## src/rtl/wt_pkg.sv

```systemverilog
package wt_pkg;

    localparam int WT_DATA_W  = 16;
    localparam int WT_ADDR_W  = 4;
    localparam int WT_DIV_LOG = 12;

    localparam logic [WT_ADDR_W-1:0] OFS_LOAD  = 4'h0;
    localparam logic [WT_ADDR_W-1:0] OFS_CTRL  = 4'h4;
    localparam logic [WT_ADDR_W-1:0] OFS_COUNT = 4'h8;

    typedef enum logic [1:0] {
        SEL_LOAD,
        SEL_CTRL,
        SEL_COUNT,
        SEL_NONE
    } reg_sel_e;

    typedef struct packed {
        logic load;       // load register written this cycle
        logic res_change; // resolution bit toggled by this write
        logic res;        // current resolution: 1 = coarse
    } wt_cmd_t;

    function automatic reg_sel_e decode_ofs(input logic [WT_ADDR_W-1:0] a);
        case (a)
            OFS_LOAD:  return SEL_LOAD;
            OFS_CTRL:  return SEL_CTRL;
            OFS_COUNT: return SEL_COUNT;
            default:   return SEL_NONE;
        endcase
    endfunction

endpackage

```

## src/rtl/wt_regs.sv

```systemverilog
module wt_regs
    import wt_pkg::*;
#(
    parameter int DATA_W = WT_DATA_W
) (
    input  logic                 clk,
    input  logic                 rst,
    input  logic                 wr_en,
    input  logic [WT_ADDR_W-1:0] addr,
    input  logic [DATA_W-1:0]    wdata,
    input  logic [DATA_W-1:0]    count,
    output logic [DATA_W-1:0]    rdata,
    output logic [DATA_W-1:0]    load_val,
    output wt_cmd_t              cmd
);
    reg_sel_e          sel;
    logic [DATA_W-1:0] load_q;
    logic              res_q;

    assign sel = decode_ofs(addr);

    always_ff @(posedge clk) begin
        if (rst) begin
            load_q <= '0;
            res_q  <= 1'b0;
        end else if (wr_en) begin
            if (sel == SEL_LOAD) load_q <= wdata;
            if (sel == SEL_CTRL) res_q  <= wdata[0];
        end
    end

    always_comb begin
        cmd.load       = wr_en && (sel == SEL_LOAD);
        cmd.res_change = wr_en && (sel == SEL_CTRL) && (wdata[0] != res_q);
        cmd.res        = res_q;
        load_val       = wdata;
    end

    always_comb begin
        case (sel)
            SEL_LOAD:  rdata = load_q;
            SEL_CTRL:  rdata = {{(DATA_W-1){1'b0}}, res_q};
            SEL_COUNT: rdata = count;
            default:   rdata = '0;
        endcase
    end

    // the load register holds what was written to it
    a_r2_load_readback: assert property (@(posedge clk) disable iff (rst)
        cmd.load |=> (load_q == $past(wdata)));
endmodule

```

## src/rtl/wt_tick_div.sv

```systemverilog
module wt_tick_div #(
    parameter int DIV_LOG = wt_pkg::WT_DIV_LOG
) (
    input  logic clk,
    input  logic rst,
    input  logic lf_tick,
    input  logic coarse,
    input  logic clr,
    output logic tick
);
    logic [DIV_LOG-1:0] div_q;

    always_ff @(posedge clk) begin
        if (rst || clr) div_q <= '0;
        else if (lf_tick) div_q <= div_q + 1'b1;
    end

    assign tick = coarse ? (lf_tick && (&div_q)) : lf_tick;

    // phase advances only on a reference pulse or restarts on clear
    a_r10_phase_hold: assert property (@(posedge clk) disable iff (rst)
        (!lf_tick && !clr) |=> $stable(div_q));
    // a clear always leaves the phase at zero
    a_r10_phase_clear: assert property (@(posedge clk) disable iff (rst)
        clr |=> (div_q == '0));
endmodule

```

## src/rtl/wt_counter.sv

```systemverilog
module wt_counter #(
    parameter int DATA_W = wt_pkg::WT_DATA_W
) (
    input  logic              clk,
    input  logic              rst,
    input  logic              load,
    input  logic [DATA_W-1:0] load_val,
    input  logic              tick,
    output logic [DATA_W-1:0] count,
    output logic              evt
);
    localparam logic [DATA_W-1:0] ONE = DATA_W'(1);

    always_ff @(posedge clk) begin
        if (rst) begin
            count <= '0;
            evt   <= 1'b0;
        end else if (load) begin
            count <= load_val;
            evt   <= 1'b0;
        end else if (tick && (count != '0)) begin
            count <= count - ONE;
            evt   <= (count == ONE);
        end else begin
            evt   <= 1'b0;
        end
    end

    // the event only accompanies a count of zero
    a_r6_evt_at_zero: assert property (@(posedge clk) disable iff (rst)
        evt |-> (count == '0));
    // the event never lasts two cycles
    a_r6_evt_single: assert property (@(posedge clk) disable iff (rst)
        evt |=> !evt);
    // idle stays idle until a load
    a_r7_idle_hold: assert property (@(posedge clk) disable iff (rst)
        ((count == '0) && !load) |=> ((count == '0) && !evt));
    // without a load the count moves by at most one step down
    a_r4_single_step: assert property (@(posedge clk) disable iff (rst)
        (!load && (count != '0)) |=>
            ((count == $past(count)) || (count == $past(count) - ONE)));
    // a load always wins
    a_r8_load_wins: assert property (@(posedge clk) disable iff (rst)
        load |=> (count == $past(load_val)));
endmodule

```

## src/rtl/wake_timer.sv

```systemverilog
module wake_timer
    import wt_pkg::*;
#(
    parameter int DATA_W  = WT_DATA_W,
    parameter int DIV_LOG = WT_DIV_LOG
) (
    input  logic                 clk,
    input  logic                 rst,
    input  logic                 lf_tick_i,
    input  logic                 wr_en_i,
    input  logic [WT_ADDR_W-1:0] addr_i,
    input  logic [DATA_W-1:0]    wdata_i,
    output logic [DATA_W-1:0]    rdata_o,
    output logic                 wake_evt_o
);
    wt_cmd_t           cmd;
    logic [DATA_W-1:0] load_val;
    logic [DATA_W-1:0] count;
    logic              tick;

    wt_regs #(.DATA_W(DATA_W)) u_regs (
        .clk      (clk),
        .rst      (rst),
        .wr_en    (wr_en_i),
        .addr     (addr_i),
        .wdata    (wdata_i),
        .count    (count),
        .rdata    (rdata_o),
        .load_val (load_val),
        .cmd      (cmd)
    );

    wt_tick_div #(.DIV_LOG(DIV_LOG)) u_div (
        .clk     (clk),
        .rst     (rst),
        .lf_tick (lf_tick_i),
        .coarse  (cmd.res),
        .clr     (cmd.load | cmd.res_change),
        .tick    (tick)
    );

    wt_counter #(.DATA_W(DATA_W)) u_cnt (
        .clk      (clk),
        .rst      (rst),
        .load     (cmd.load),
        .load_val (load_val),
        .tick     (tick),
        .count    (count),
        .evt      (wake_evt_o)
    );
endmodule

```

## config.mk

```make
export PLATFORM = sky130hd
export DESIGN_NAME = wake_timer
export DESIGN_NICKNAME = d
export VERILOG_FILES = /design/src/rtl/wt_pkg.sv /design/src/rtl/wt_regs.sv /design/src/rtl/wt_tick_div.sv /design/src/rtl/wt_counter.sv /design/src/rtl/wake_timer.sv
export SDC_FILE = /design/constraint.sdc
export NUM_CORES = 1
export LEC_CHECK = 0
export BUFFER_PORTS_ARGS = -buffer_cell sky130_fd_sc_hd__buf_4
export CORE_MARGIN = 1
export CORE_UTILIZATION = 32
export CTS_BUF_LIST = sky130_fd_sc_hd__clkbuf_2 sky130_fd_sc_hd__clkbuf_4 sky130_fd_sc_hd__clkbuf_8
export CTS_CLUSTER_SIZE = 30
export DETAILED_ROUTE_END_ITERATION = 10
export PLACE_DENSITY_LB_ADDON = 0.08
export SLEW_MARGIN = 20
export SYNTH_ARGS = -nofsm -noshare
export SYNTH_HDL_FRONTEND = slang
export SYNTH_SLANG_ARGS = --single-unit
```

## constraint.sdc

```tcl
create_clock -name clk -period 1.9 [get_ports clk]
set_input_delay 0.19 -clock clk [delete_from_list [all_inputs] [get_ports clk]]
set_output_delay 0.19 -clock clk [all_outputs]
set_load 0.01 [all_outputs]
```

# Word-level counts from Yosys, hierarchy flattened

Cells that the tools add are included.

$add $sub $neg: 2
Eq/ne operators: 6
Muxes and demuxes: 5
Bitwise logic cells: 2
Reduce and logical (&&, ||, !) cells: 14

Operators with widths:

| kind                    | count |
|---|---|
| $pmux W16 S3            | 1 |
| $mux W16                | 2 |
| $eq A16 B1 Y1 const B   | 1 |
| $reduce_bool A16 Y1     | 1 |
| $sub A16 B1 Y16 const B | 1 |
| $add A12 B1 Y12 const B | 1 |
| $reduce_and A12 Y1      | 1 |
| $pmux W2 S3             | 1 |
| $logic_and A1 B1 Y1     | 5 |
| $eq A4 B3 Y1 const B    | 1 |
| $eq A4 B4 Y1 const B    | 1 |
| $logic_not A4 Y1        | 1 |
| $reduce_and A2 Y1       | 2 |
| $reduce_or A3 Y1        | 1 |
| $eq A2 B1 Y1 const B    | 1 |
| $eq A2 B2 Y1 const B    | 1 |
| $logic_not A2 Y1        | 1 |
| $reduce_bool A2 Y1      | 1 |
| $logic_or A1 B1 Y1      | 1 |
| $mux W1                 | 1 |
| $ne A1 B1 Y1            | 1 |
| $not A1 Y1              | 1 |
| $or A1 B1 Y1            | 1 |

Register bits after elaboration: 46
Input port bits: 24
Output and inout port bits: 17
Word-level logic and storage cells: 34

# Longest topological paths before layout

Gate-level depths: netlist (run 1).

Depth after elaboration: 7
Gate-level depth with buffers: 7
Gate-level depth less buffers: 7

# Cells and area by module

A second synthesis (run 1) with hierarchy kept.

Cells, all modules: 318
Area, all modules: 2757.6 um^2

Modules (own cells, without submodules):

| module      | instances | cells each | area an instance (um^2) | sequential area each (um^2) |
|---|---|---|---|---|
| wt_regs     | 1         | 121        | 1091.0                  | 340.3 |
| wt_counter  | 1         | 131        | 1071.0                  | 340.3 |
| wt_tick_div | 1         | 65         | 589.3                   | 240.2 |
| wake_timer  | 1         | 1          | 6.3                     | 0.0 |

# Least setup slack after synthesis (run 1)

Ideal clock, no wire load.

Path type: flip-flop to flip-flop
From: register u_div.div_q[0]
To: register u_cnt.count[12]
Setup time: 0.088 ns
Arrival time: 1.888 ns
Required time: 1.812 ns
Slack: -0.076 ns
Cell stages (with the launch flop): 7
Buffers on the path: 0
Clock period less this slack: 1.976 ns
Cells stage by stage: dfxtp_1 ha_1 nand4_1 o41ai_4 o211ai_4 or4_1 a311oi_2

Cells in the longest elaborated chain, start to end: 5

Ends and longest elaborated chain:

| item                         | line              | source |
|---|---|---|
| start: declaration           | wt_tick_div.sv:11 | `logic [DIV_LOG-1:0] div_q;` |
| start signal: assignment     | wt_tick_div.sv:15 | `else if (lf_tick) div_q <= div_q + 1'b1;` |
| $reduce_and A12 Y1           | wt_tick_div.sv:18 | `assign tick = coarse ? (lf_tick && (&div_q)) : lf_tick;` |
| $logic_and A1 B1 Y1          | wt_tick_div.sv:18 |  |
| $mux W1                      | wt_tick_div.sv:18 |  |
| $logic_and A1 B1 Y1          | wt_counter.sv:21  | `end else if (tick && (count != '0)) begin` |
| $reduce_bool A2 Y1 (no line) | --                |  |
| end signal: assignment       | wt_counter.sv:19  | `count <= load_val;` |
| end signal: assignment       | wt_counter.sv:22  | `count <= count - ONE;` |
| end: declaration             | wt_counter.sv:9   | `output logic [DATA_W-1:0] count,` |

Every way passes these cells.
A chain may end at the register's enable or synchronous reset.

# Worst setup path in the final report (run 1)

From: register u_div.div_q[0]
To: register u_cnt.count[15]

The elaborated chain is that of the path after synthesis.

==> results.ini, run 1 <==
[timing]
worst_pin_slew_ns=0.417
rsz0062_at_grt=true
fmaxAchievable_mhz=530
skew_ns=0.00640
hold_viol_final=0
fin_crit_sh_pct=99.3
slew_headroom_pct=72.2
period_needed_ns=1.89
drv_slew=0
finalSetupViolations=0
hold_ws_ns=0.138

[routing]
via_per_inst=5.04
drtAntennaViolNets=0
vias=2268
top_layer_used=met4
wl_met3_um=198
wire_per_inst_um=14.1
first_iter_violations=120
wl_met1_um=2860
drc=0
wl_met2_um=3240
wl_um=6350
detail_route.first_pass.iterations=4

[power]
p_int_uw=2580
seqPwrFrac_pct=32.8
peakVddDrop_mv=0.618
swShare_pct=37.4
power_leakage_uw=0.00128
switchingPower_uw=1540
combPwrFrac_pct=50.2
power_density_nw_per_um2=1300
pwr-share-clk_pct=17.1
total_power_uw=4130

[synth]
ys.flop_type=dfxtp_1
ys_types=42
synth_most_common_cell=dfxtp_1
async_flop_share_pct=0
yosys_register_bits=46
syn_nets=310
synth-edff-count=0
synth_top_area_share_pct=39.1
syn_area_um2=2350
synth_seq_area_share_pct=39.1
synth_commonest_cells=dfxtp_1 (46), nand2_1 (43), nor2_1 (37)
yosys.area.top_type=dfxtp_1
avgSynthCellArea_um2=8.32
synth_warnings=0
ys_top_cells_by_area=dfxtp_1 (39%), nand2_1 (6.9%), nor2_1 (5.9%), a22o_1 (5.6%), xor2_1 (5.6%)
synthCells=283

[place]
place_hpwl_um=4630
io_buffer_count=40
place.gp.congestion=0.837
post_dp_cell_area_um2=2990

[final_layout]
post-route-util_pct=45.8
antenna-diode-count=0
area_growth_pct=35.1
final_net_count=380
finalInstanceArea_um2=3180
drive_above_1_share_pct=30.8

[setup_path]
critPathCaptureType=flip-flop
critical_path_class=flip-flop to flip-flop
cp.required_ns=2.12
critPathSlowestCell=or4_1
critPathLaunchType=flip-flop
worstPathCellList=ha_4 -> nand4_1 -> o41ai_4 -> buf_4 -> nand3_2 -> or4_1 -> a311oi_1
path_delay_family=simple AND/OR/NAND/NOR gates
cp.arrival_ns=2.10
cp_max_fo=4
max_stage_delay_ns=0.40
critPathBufInv=1

[clock_network]
cts-hold-fix-buffers=0
clockBufferDepth=2
path_clk_slew_ns=0.09
cts_root_buf=clkbuf_8
cts_made_buffers=5
htree_levels=2
cts_sinks=46
insertion_delay_ns=0.30
cts_tree=yes

[floorplanning]
rows=30
fp.dieW_um=87.8
core_um2=6940
start_util_pct=33.9
die_h_um=87.8
ios=41
dieArea_um2=7700

[global_route]
grt.total_usage_pct=17.5
grt_pass1_wl_um=10500
grt_antenna_before_repair=0
overflow=0
grt_max_degree=36
first_global_vias=2205

[run]
maxCapViolCount=0

[worst_hold_path]
min_path_type=input pin to flip-flop

[run_status]
status=complete, no violations

-- sequential cells by signal (all words and copies together), names as in the netlist --
signal,count
u_cnt.count,16
u_cnt.evt,1
u_div.div_q,12
u_regs.load_q,16
u_regs.res_q,1
-- per-layer routing --
layer	vias up	track usage, %
met3	5	3.30
li1	1155	-
met1	1074	21.0
met4	0	4.47
met2	34	31.9
met5	-	0
-- kinds of logic after synthesis --
kind of cell / share of synthesized area [%]
AOI/OAI and AO/OA: 19.7
xor gates and xnor gates: 7.82
adders and majority gates: 1.60
buffers and inverters: 3.56
DFF: 39.1
muxes: 1.28
and+or+nand+nor: 26.9
-- power by group through the flow --
stage	logic [µW]	clock network (µW)	registers, µW
after floorplan	1140	0	1330
final	2070	704	1350
after global placement	1900	0	1360
after detailed placement	1890	0	1350
after global routing	2290	761	1380
after CTS	1940	728	1330
-- worst min-delay path, delay by kind of cell --
| family | cells | cell delay [ns] |
|---|---|---|
| compound gates | 1 | 0.05 |
| simple gates | 1 | 0.05 |
| buf+inv | 1 | 0.11 |
-- what timing repair did --
item	CTS	global route
gates resized for setup	4	8
endpoints found under the setup margin	3	15
pin swaps	2	7
buffers inserted	1	2
-- area by class of cell --
cell class,count,area (µm²)
clock buffers,8,110
fillers,700,3760
inverters,4,15.0
multi-input cells,216,1410
flip-flops and latches,46,925
well taps,96,120
repair buffers,80,601
-- layout by cell type (no fill, tap or decap), types with 2 or more instances in the layout --
| cell type | Yosys | routed |
|---|---|---|
| and3_1 | 3 | 3 |
| clkbuf_8 | 0 | 8 |
| mux2i_1 | 3 | 3 |
| nand2_1 | 43 | 42 |
| nand4_1 | 7 | 7 |
| a311oi_1 | 3 | 3 |
| nor4b_2 | 0 | 2 |
| o31ai_1 | 2 | 2 |
| nor3_1 | 6 | 6 |
| dfxtp_2 | 0 | 3 |
| a211oi_1 | 9 | 9 |
| nor4_1 | 6 | 4 |
| a22o_1 | 15 | 15 |
| a21oi_1 | 18 | 18 |
| or3_1 | 2 | 2 |
| ha_1 | 3 | 2 |
| buf_4 | 0 | 80 |
| dfxtp_1 | 46 | 43 |
| and2_1 | 2 | 2 |
| nor4_2 | 1 | 3 |
| xnor2_1 | 6 | 6 |
| nor2_1 | 37 | 37 |
| or4_4 | 0 | 2 |
| or4_1 | 5 | 3 |
| nand3_1 | 10 | 10 |
| o21a_1 | 2 | 2 |
| inv_1 | 4 | 4 |
| xor2_1 | 15 | 15 |
-- final timing paths --
check / end / startpoint / depth (start not counted) / slack (ns)
setup / recovery: u_cnt.count[15]$_SDFFE_PP0P_ / u_div.div_q[0]$_SDFFE_PP0P_ / 7 / 0.01
setup reg to reg: u_cnt.count[15]$_SDFFE_PP0P_ / u_div.div_q[0]$_SDFFE_PP0P_ / 7 / 0.01
hold reg to reg: u_regs.load_q[1]$_SDFFE_PP0P_ / u_regs.load_q[1]$_SDFFE_PP0P_ / 2 / 0.46
hold / removal: u_regs.load_q[10]$_SDFFE_PP0P_ / wdata_i[10] / 3 / 0.14
-- stage by stage --
step / worst slack, ns / TNS [ns] / cells
after detailed placement: -0.0251 / -0.0368 / 439
after global placement: 0.0164 / 0 / 439
final: 0.0139 / 0 / 450
after floorplan: 0.00404 / 0 / 283
after CTS: -0.00424 / -0.00424 / 448
after global routing: -0.109 / -0.421 / 450
No activity file was read; power rests on OpenSTA's default activity.
==> run 2, diff against run 1 <==
--- a/config.mk
+++ b/config.mk
@@ -8,7 +8,7 @@
 export BUFFER_PORTS_ARGS = -buffer_cell sky130_fd_sc_hd__buf_4
 export CORE_MARGIN = 1
 export CORE_UTILIZATION = 32
-export CTS_BUF_LIST = sky130_fd_sc_hd__clkbuf_2 sky130_fd_sc_hd__clkbuf_4 sky130_fd_sc_hd__clkbuf_8
+export CTS_BUF_LIST = sky130_fd_sc_hd__clkbuf_2
 export CTS_CLUSTER_SIZE = 30
 export DETAILED_ROUTE_END_ITERATION = 10
 export PLACE_DENSITY_LB_ADDON = 0.08
==> run 2 against run 1 <==
Net effect: via count up 2.1%; global-route usage rose by 0.50 points; sequential share of layout area decreased by 1.1 points; die area is the same; routed wire length rose by 2.3%; flip-flop and latch count unchanged; largest cell class unchanged; first-iteration DRC count decreased by 23%; critical path depth did not move; non-clock buffer count up 17; largest power group unchanged; the run now ends with setup timing left; clock power is 44% lower; total power is 3.4% lower.
==> results.ini, run 2 (synthesis results as in run 1) <==
[routing]
wl_um=6490
first_iter_violations=92
wire_per_inst_um=13.9
vias=2316
detail_route.first_pass.iterations=4
top_layer_used=met4
via_per_inst=4.96
wl_met1_um=2900
drtAntennaViolNets=0
drc=0
wl_met3_um=167
wl_met2_um=3350

[setup_path]
critPathCaptureType=flip-flop
cp.arrival_ns=2.28
critical_path_class=flip-flop to flip-flop
path_delay_family=simple AND/OR/NAND/NOR gates
critPathSlowestCell=dfxtp_2
critPathBufInv=1
critPathLaunchType=flip-flop
max_stage_delay_ns=0.41
cp.required_ns=2.26
cp_max_fo=4
worstPathCellList=ha_4 -> nand4_1 -> o41ai_4 -> buf_6 -> nand3_4 -> or4_4 -> a311oi_2

[worst_hold_path]
min_path_type=input pin to flip-flop

[clock_network]
cts_sinks=46
clockBufferDepth=2
cts_root_buf=clkbuf_2
htree_levels=2
insertion_delay_ns=0.42
cts_made_buffers=5
path_clk_slew_ns=0.23
cts_tree=yes

[run]
maxCapViolCount=0

[global_route]
grt.total_usage_pct=18.0
overflow=0
grt_max_degree=36
grt_pass1_wl_um=10800
grt_antenna_before_repair=0
first_global_vias=2293

[floorplanning]
fp.dieW_um=87.8
dieArea_um2=7700
core_um2=6940
ios=41
start_util_pct=33.9
die_h_um=87.8
rows=30

[timing]
finalWorstSetupSlack_ns=-0.0190
fmaxAchievable_mhz=521
finalSetupViolations=1
period_needed_ns=1.92
hold_viol_final=0
fin_crit_sh_pct=101
rsz0062_at_grt=true
drv_slew=0
skew_ns=0.0131
tns_ns=-0.0190
slew_headroom_pct=71.3
worst_pin_slew_ns=0.431
hold_ws_ns=0.0531

[final_layout]
final_net_count=397
antenna-diode-count=0
post-route-util_pct=47.6
final_cell_mix=buf_4 (80), nand2_1 (43), dfxtp_1 (43), nor2_1 (37), a21oi_1 (18)
top_regs=u_cnt.count x16, u_regs.load_q x16, u_div.div_q x12
drive_above_1_share_pct=29.4
area_growth_pct=40.6
layout_commonest_cell=buf_4

[power]
peakVddDrop_mv=0.630
power_leakage_uw=0.00132
power_density_nw_per_um2=1200
total_power_uw=3980

[run_status]
violations=setup timing
status=complete, but fails checks

[place]
place.gp.congestion=0.837
place_hpwl_um=4630
io_buffer_count=40

## run 2: where the power goes
part	internal, µW	switching (µW)
logic	1160	1080
registers	1130	214
clock network	78.7	317
## run 2: final cells by class
type	instances	area, µm²
Timing Repair Buffer	97	772
Clock inverter	3	11.3
Clock buffer	5	25.0
Fill cell	709	3640
Sequential cell	46	925
Multi-Input combinational cell	216	1440
Tap cell	96	120
Inverter	4	15.0
## run 2: final timing paths
kind	start	to	slack [ns]	depth (start not counted)
worst max-delay path	u_div.div_q[0]$_SDFFE_PP0P_	u_cnt.count[15]$_SDFFE_PP0P_	-0.02	7
worst min-delay path	lf_tick_i	u_div.div_q[0]$_SDFFE_PP0P_	0.05	3
worst max register to register	u_div.div_q[0]$_SDFFE_PP0P_	u_cnt.count[15]$_SDFFE_PP0P_	-0.02	7
worst min register to register	u_regs.load_q[1]$_SDFFE_PP0P_	u_regs.load_q[1]$_SDFFE_PP0P_	0.47	2
## run 2: metal layers
| metal | vias up | global-route usage [%] |
|---|---|---|
| li1 | 1191 | - |
| met1 | 1088 | 21.4 |
| met2 | 29 | 33.1 |
| met3 | 8 | 3.20 |
| met4 | 0 | 4.92 |
| met5 | - | 0 |
## run 2: worst min-delay path: stages
cell and delay (ns):
buf_4 0.13, xnor2_1 0.07, nor2_1 0.07
## run 2: what timing repair did
item	in CTS	in global routing
pin swaps	3	10
gates resized for setup	6	11
setup buffers	1	3
endpoints found under the hold margin	15	1
cloned	0	0
hold buffers	15	1
setup endpoints to repair	7	17
## run 2: per-stage QoR
stage               setup WS (ns)  cells  instance area, µm²
floorplan                 0.00404    283                2360
global placement           0.0164    439                2990
detailed placement        -0.0251    439                2990
CTS                       -0.0527    463                3210
global route               -0.128    467                3310
finish                    -0.0190    467                3310
==> run 3, diff against run 2 <==
--- a/config.mk
+++ b/config.mk
@@ -12,6 +12,7 @@
 export CTS_CLUSTER_SIZE = 30
 export DETAILED_ROUTE_END_ITERATION = 10
 export PLACE_DENSITY_LB_ADDON = 0.08
+export SETUP_SLACK_MARGIN = 0.02
 export SLEW_MARGIN = 20
 export SYNTH_ARGS = -nofsm -noshare
 export SYNTH_HDL_FRONTEND = slang
==> constraint.sdc (replaced) <==
create_clock -name clk -period 2.3 [get_ports clk]
set_input_delay 0.23 -clock clk [delete_from_list [all_inputs] [get_ports clk]]
set_output_delay 0.23 -clock clk [all_outputs]
set_load 0.01 [all_outputs]
==> run 3 against run 2 <==
Net effect: the run now ends clean; clock power down 15%; die area unchanged; cell area is 13% lower; critical path type unchanged; cell count fell by 8.8%; critical endpoint is now u_cnt.count[12]$_SDFFE_PP0P_; first-iteration DRC count shrank 2.2%; global-route usage down 1.1 points; clock skew up 0.0073 ns; register-to-register slack gained 0.27 ns; sequential share of layout area increased by 4.0 points.
==> results.ini, run 3 (synthesis results as in run 1) <==
[power]
power_density_nw_per_um2=946
peakVddDrop_mv=0.411
power_leakage_uw=0.00112

[floorplanning]
core_um2=6940
fp.dieW_um=87.8
die_h_um=87.8
start_util_pct=33.9
dieArea_um2=7700
rows=30
ios=41

[routing]
drc=0
wire_per_inst_um=13.9
via_per_inst=5.14
wl_um=5920
first_iter_violations=90
vias=2188
drtAntennaViolNets=0
detail_route.first_pass.iterations=4

[timing]
slew_headroom_pct=68.1
skew_ns=0.0204
fin_crit_sh_pct=89.0
hold_viol_final=0
fmaxAchievable_mhz=489
tns_ns=0
worst_pin_slew_ns=0.478
period_needed_ns=2.05
finalSetupViolations=0
rsz0062_at_grt=false
drv_slew=0
hold_ws_ns=0.0283

[clock_network]
insertion_delay_ns=0.42
path_clk_slew_ns=0.24
cts_made_buffers=5
cts_sinks=46
clockBufferDepth=2
cts_root_buf=clkbuf_2
htree_levels=2
cts_tree=yes

[worst_hold_path]
min_path_type=input pin to flip-flop

[setup_path]
critPathLaunch=u_div.div_q[0]$_SDFFE_PP0P_
reg2reg_from=u_div.div_q[0]$_SDFFE_PP0P_
critPathCaptureType=flip-flop
reg2regPathDepth=7
critical_path_class=flip-flop to flip-flop
cp.arrival_ns=2.40
critPathLaunchType=flip-flop
setup.worst_path.end=u_cnt.count[12]$_SDFFE_PP0P_
cp_max_fo=7
cp.required_ns=2.66
rr_endpoint=u_cnt.count[12]$_SDFFE_PP0P_
r2r_setup_slack_ns=0.25

[run_status]
status=complete, no violations

[final_layout]
drive_above_1_share_pct=20.3
fill_cells=733
final_cell_mix=buf_4 (51), dfxtp_1 (46), nand2_1 (43), nor2_1 (37), a21oi_1 (18)
final_net_count=356
antenna-diode-count=0
area_growth_pct=22.5
layout_commonest_cell=buf_4
top_regs=u_cnt.count x16, u_regs.load_q x16, u_div.div_q x12

[global_route]
grt_pass1_wl_um=10300
grt_antenna_before_repair=0
first_global_vias=2147
grt_max_degree=48
overflow=0
grt.total_usage_pct=17.0

[place]
place.gp.congestion=0.814
place_hpwl_um=4150
io_buffer_count=40

[run]
maxCapViolCount=0

-- run 3: worst min path at each step --
| stage | cells after the start | endpoint | startpoint |
|---|---|---|---|
| 3_3_place_gp | 2 | u_regs.load_q[5]$_SDFFE_PP0P_ | u_regs.load_q[5]$_SDFFE_PP0P_ |
| 6_report | 3 | u_regs.load_q[12]$_SDFFE_PP0P_ | wdata_i[12] |
| 5_1_grt | 3 | u_regs.load_q[15]$_SDFFE_PP0P_ | wdata_i[15] |
| 2_1_floorplan | 2 | u_regs.load_q[0]$_SDFFE_PP0P_ | wdata_i[0] |
| 3_5_place_dp | 2 | u_regs.load_q[11]$_SDFFE_PP0P_ | u_regs.load_q[11]$_SDFFE_PP0P_ |
| 4_1_cts | 3 | u_regs.load_q[2]$_SDFFE_PP0P_ | wdata_i[2] |
-- run 3: report_power, final --
| part | internal [µW] | total [µW] | switching [µW] |
|---|---|---|---|
| clock network | 74.8 | 337 | 263 |
| registers | 934 | 1150 | 211 |
| logic | 575 | 1250 | 671 |
| total | 1580 | 2730 | 1140 |
-- run 3: area by class of cell --
| cell class | count | area [µm²] | share of cell area (%) |
|---|---|---|---|
| clock inverter | 2 | 8.76 | 0.304 |
| clock buffer | 6 | 30.0 | 1.04 |
| inverter | 4 | 15.0 | 0.521 |
| tap | 96 | 120 | 4.17 |
| multi-input combinational | 216 | 1360 | 47.0 |
| sequential | 46 | 921 | 31.9 |
| timing repair buffer | 56 | 433 | 15.0 |
-- run 3: stage by stage --
step           setup WS (ns)  total power, µW  cells  utilization, %  cell area [µm²]
6_report               0.253             2730    426            41.5             2880
5_1_grt               0.0935             2980    426            41.5             2880
4_1_cts               0.0387             2750    420            40.7             2830
3_5_place_dp          0.0794             2390    412            40.1             2790
3_3_place_gp           0.147             2400    412            40.1             2790
2_1_floorplan          0.324             2030    283               -             2350
-- run 3: what timing repair did --
action / 4_1_cts / 5_1_grt
hold buffers: 0 / 5
buffers inserted: 0 / 1
hold endpoints to repair: 0 / 5
setup endpoints to repair: 0 / 4
resized for setup: 0 / 0
-- run 3: worst max-delay path, cell delays in order (launching register included) --
cell and delay (ns):
dfxtp_1 0.42, ha_1 0.20, nand4_1 0.17, o41ai_4 0.22, buf_4 0.20, o211ai_4 0.12
or4_1 0.43, a311oi_2 0.24
-- run 3: routing by layer --
layer / global-route usage (%) / wire [µm] / share of wire (%)
met5: 0 / 0 / 0
met4: 5.51 / 70 / 1.2
met3: 3.30 / 167 / 2.8
met2: 28.5 / 2910 / 49
met1: 21.8 / 2770 / 47
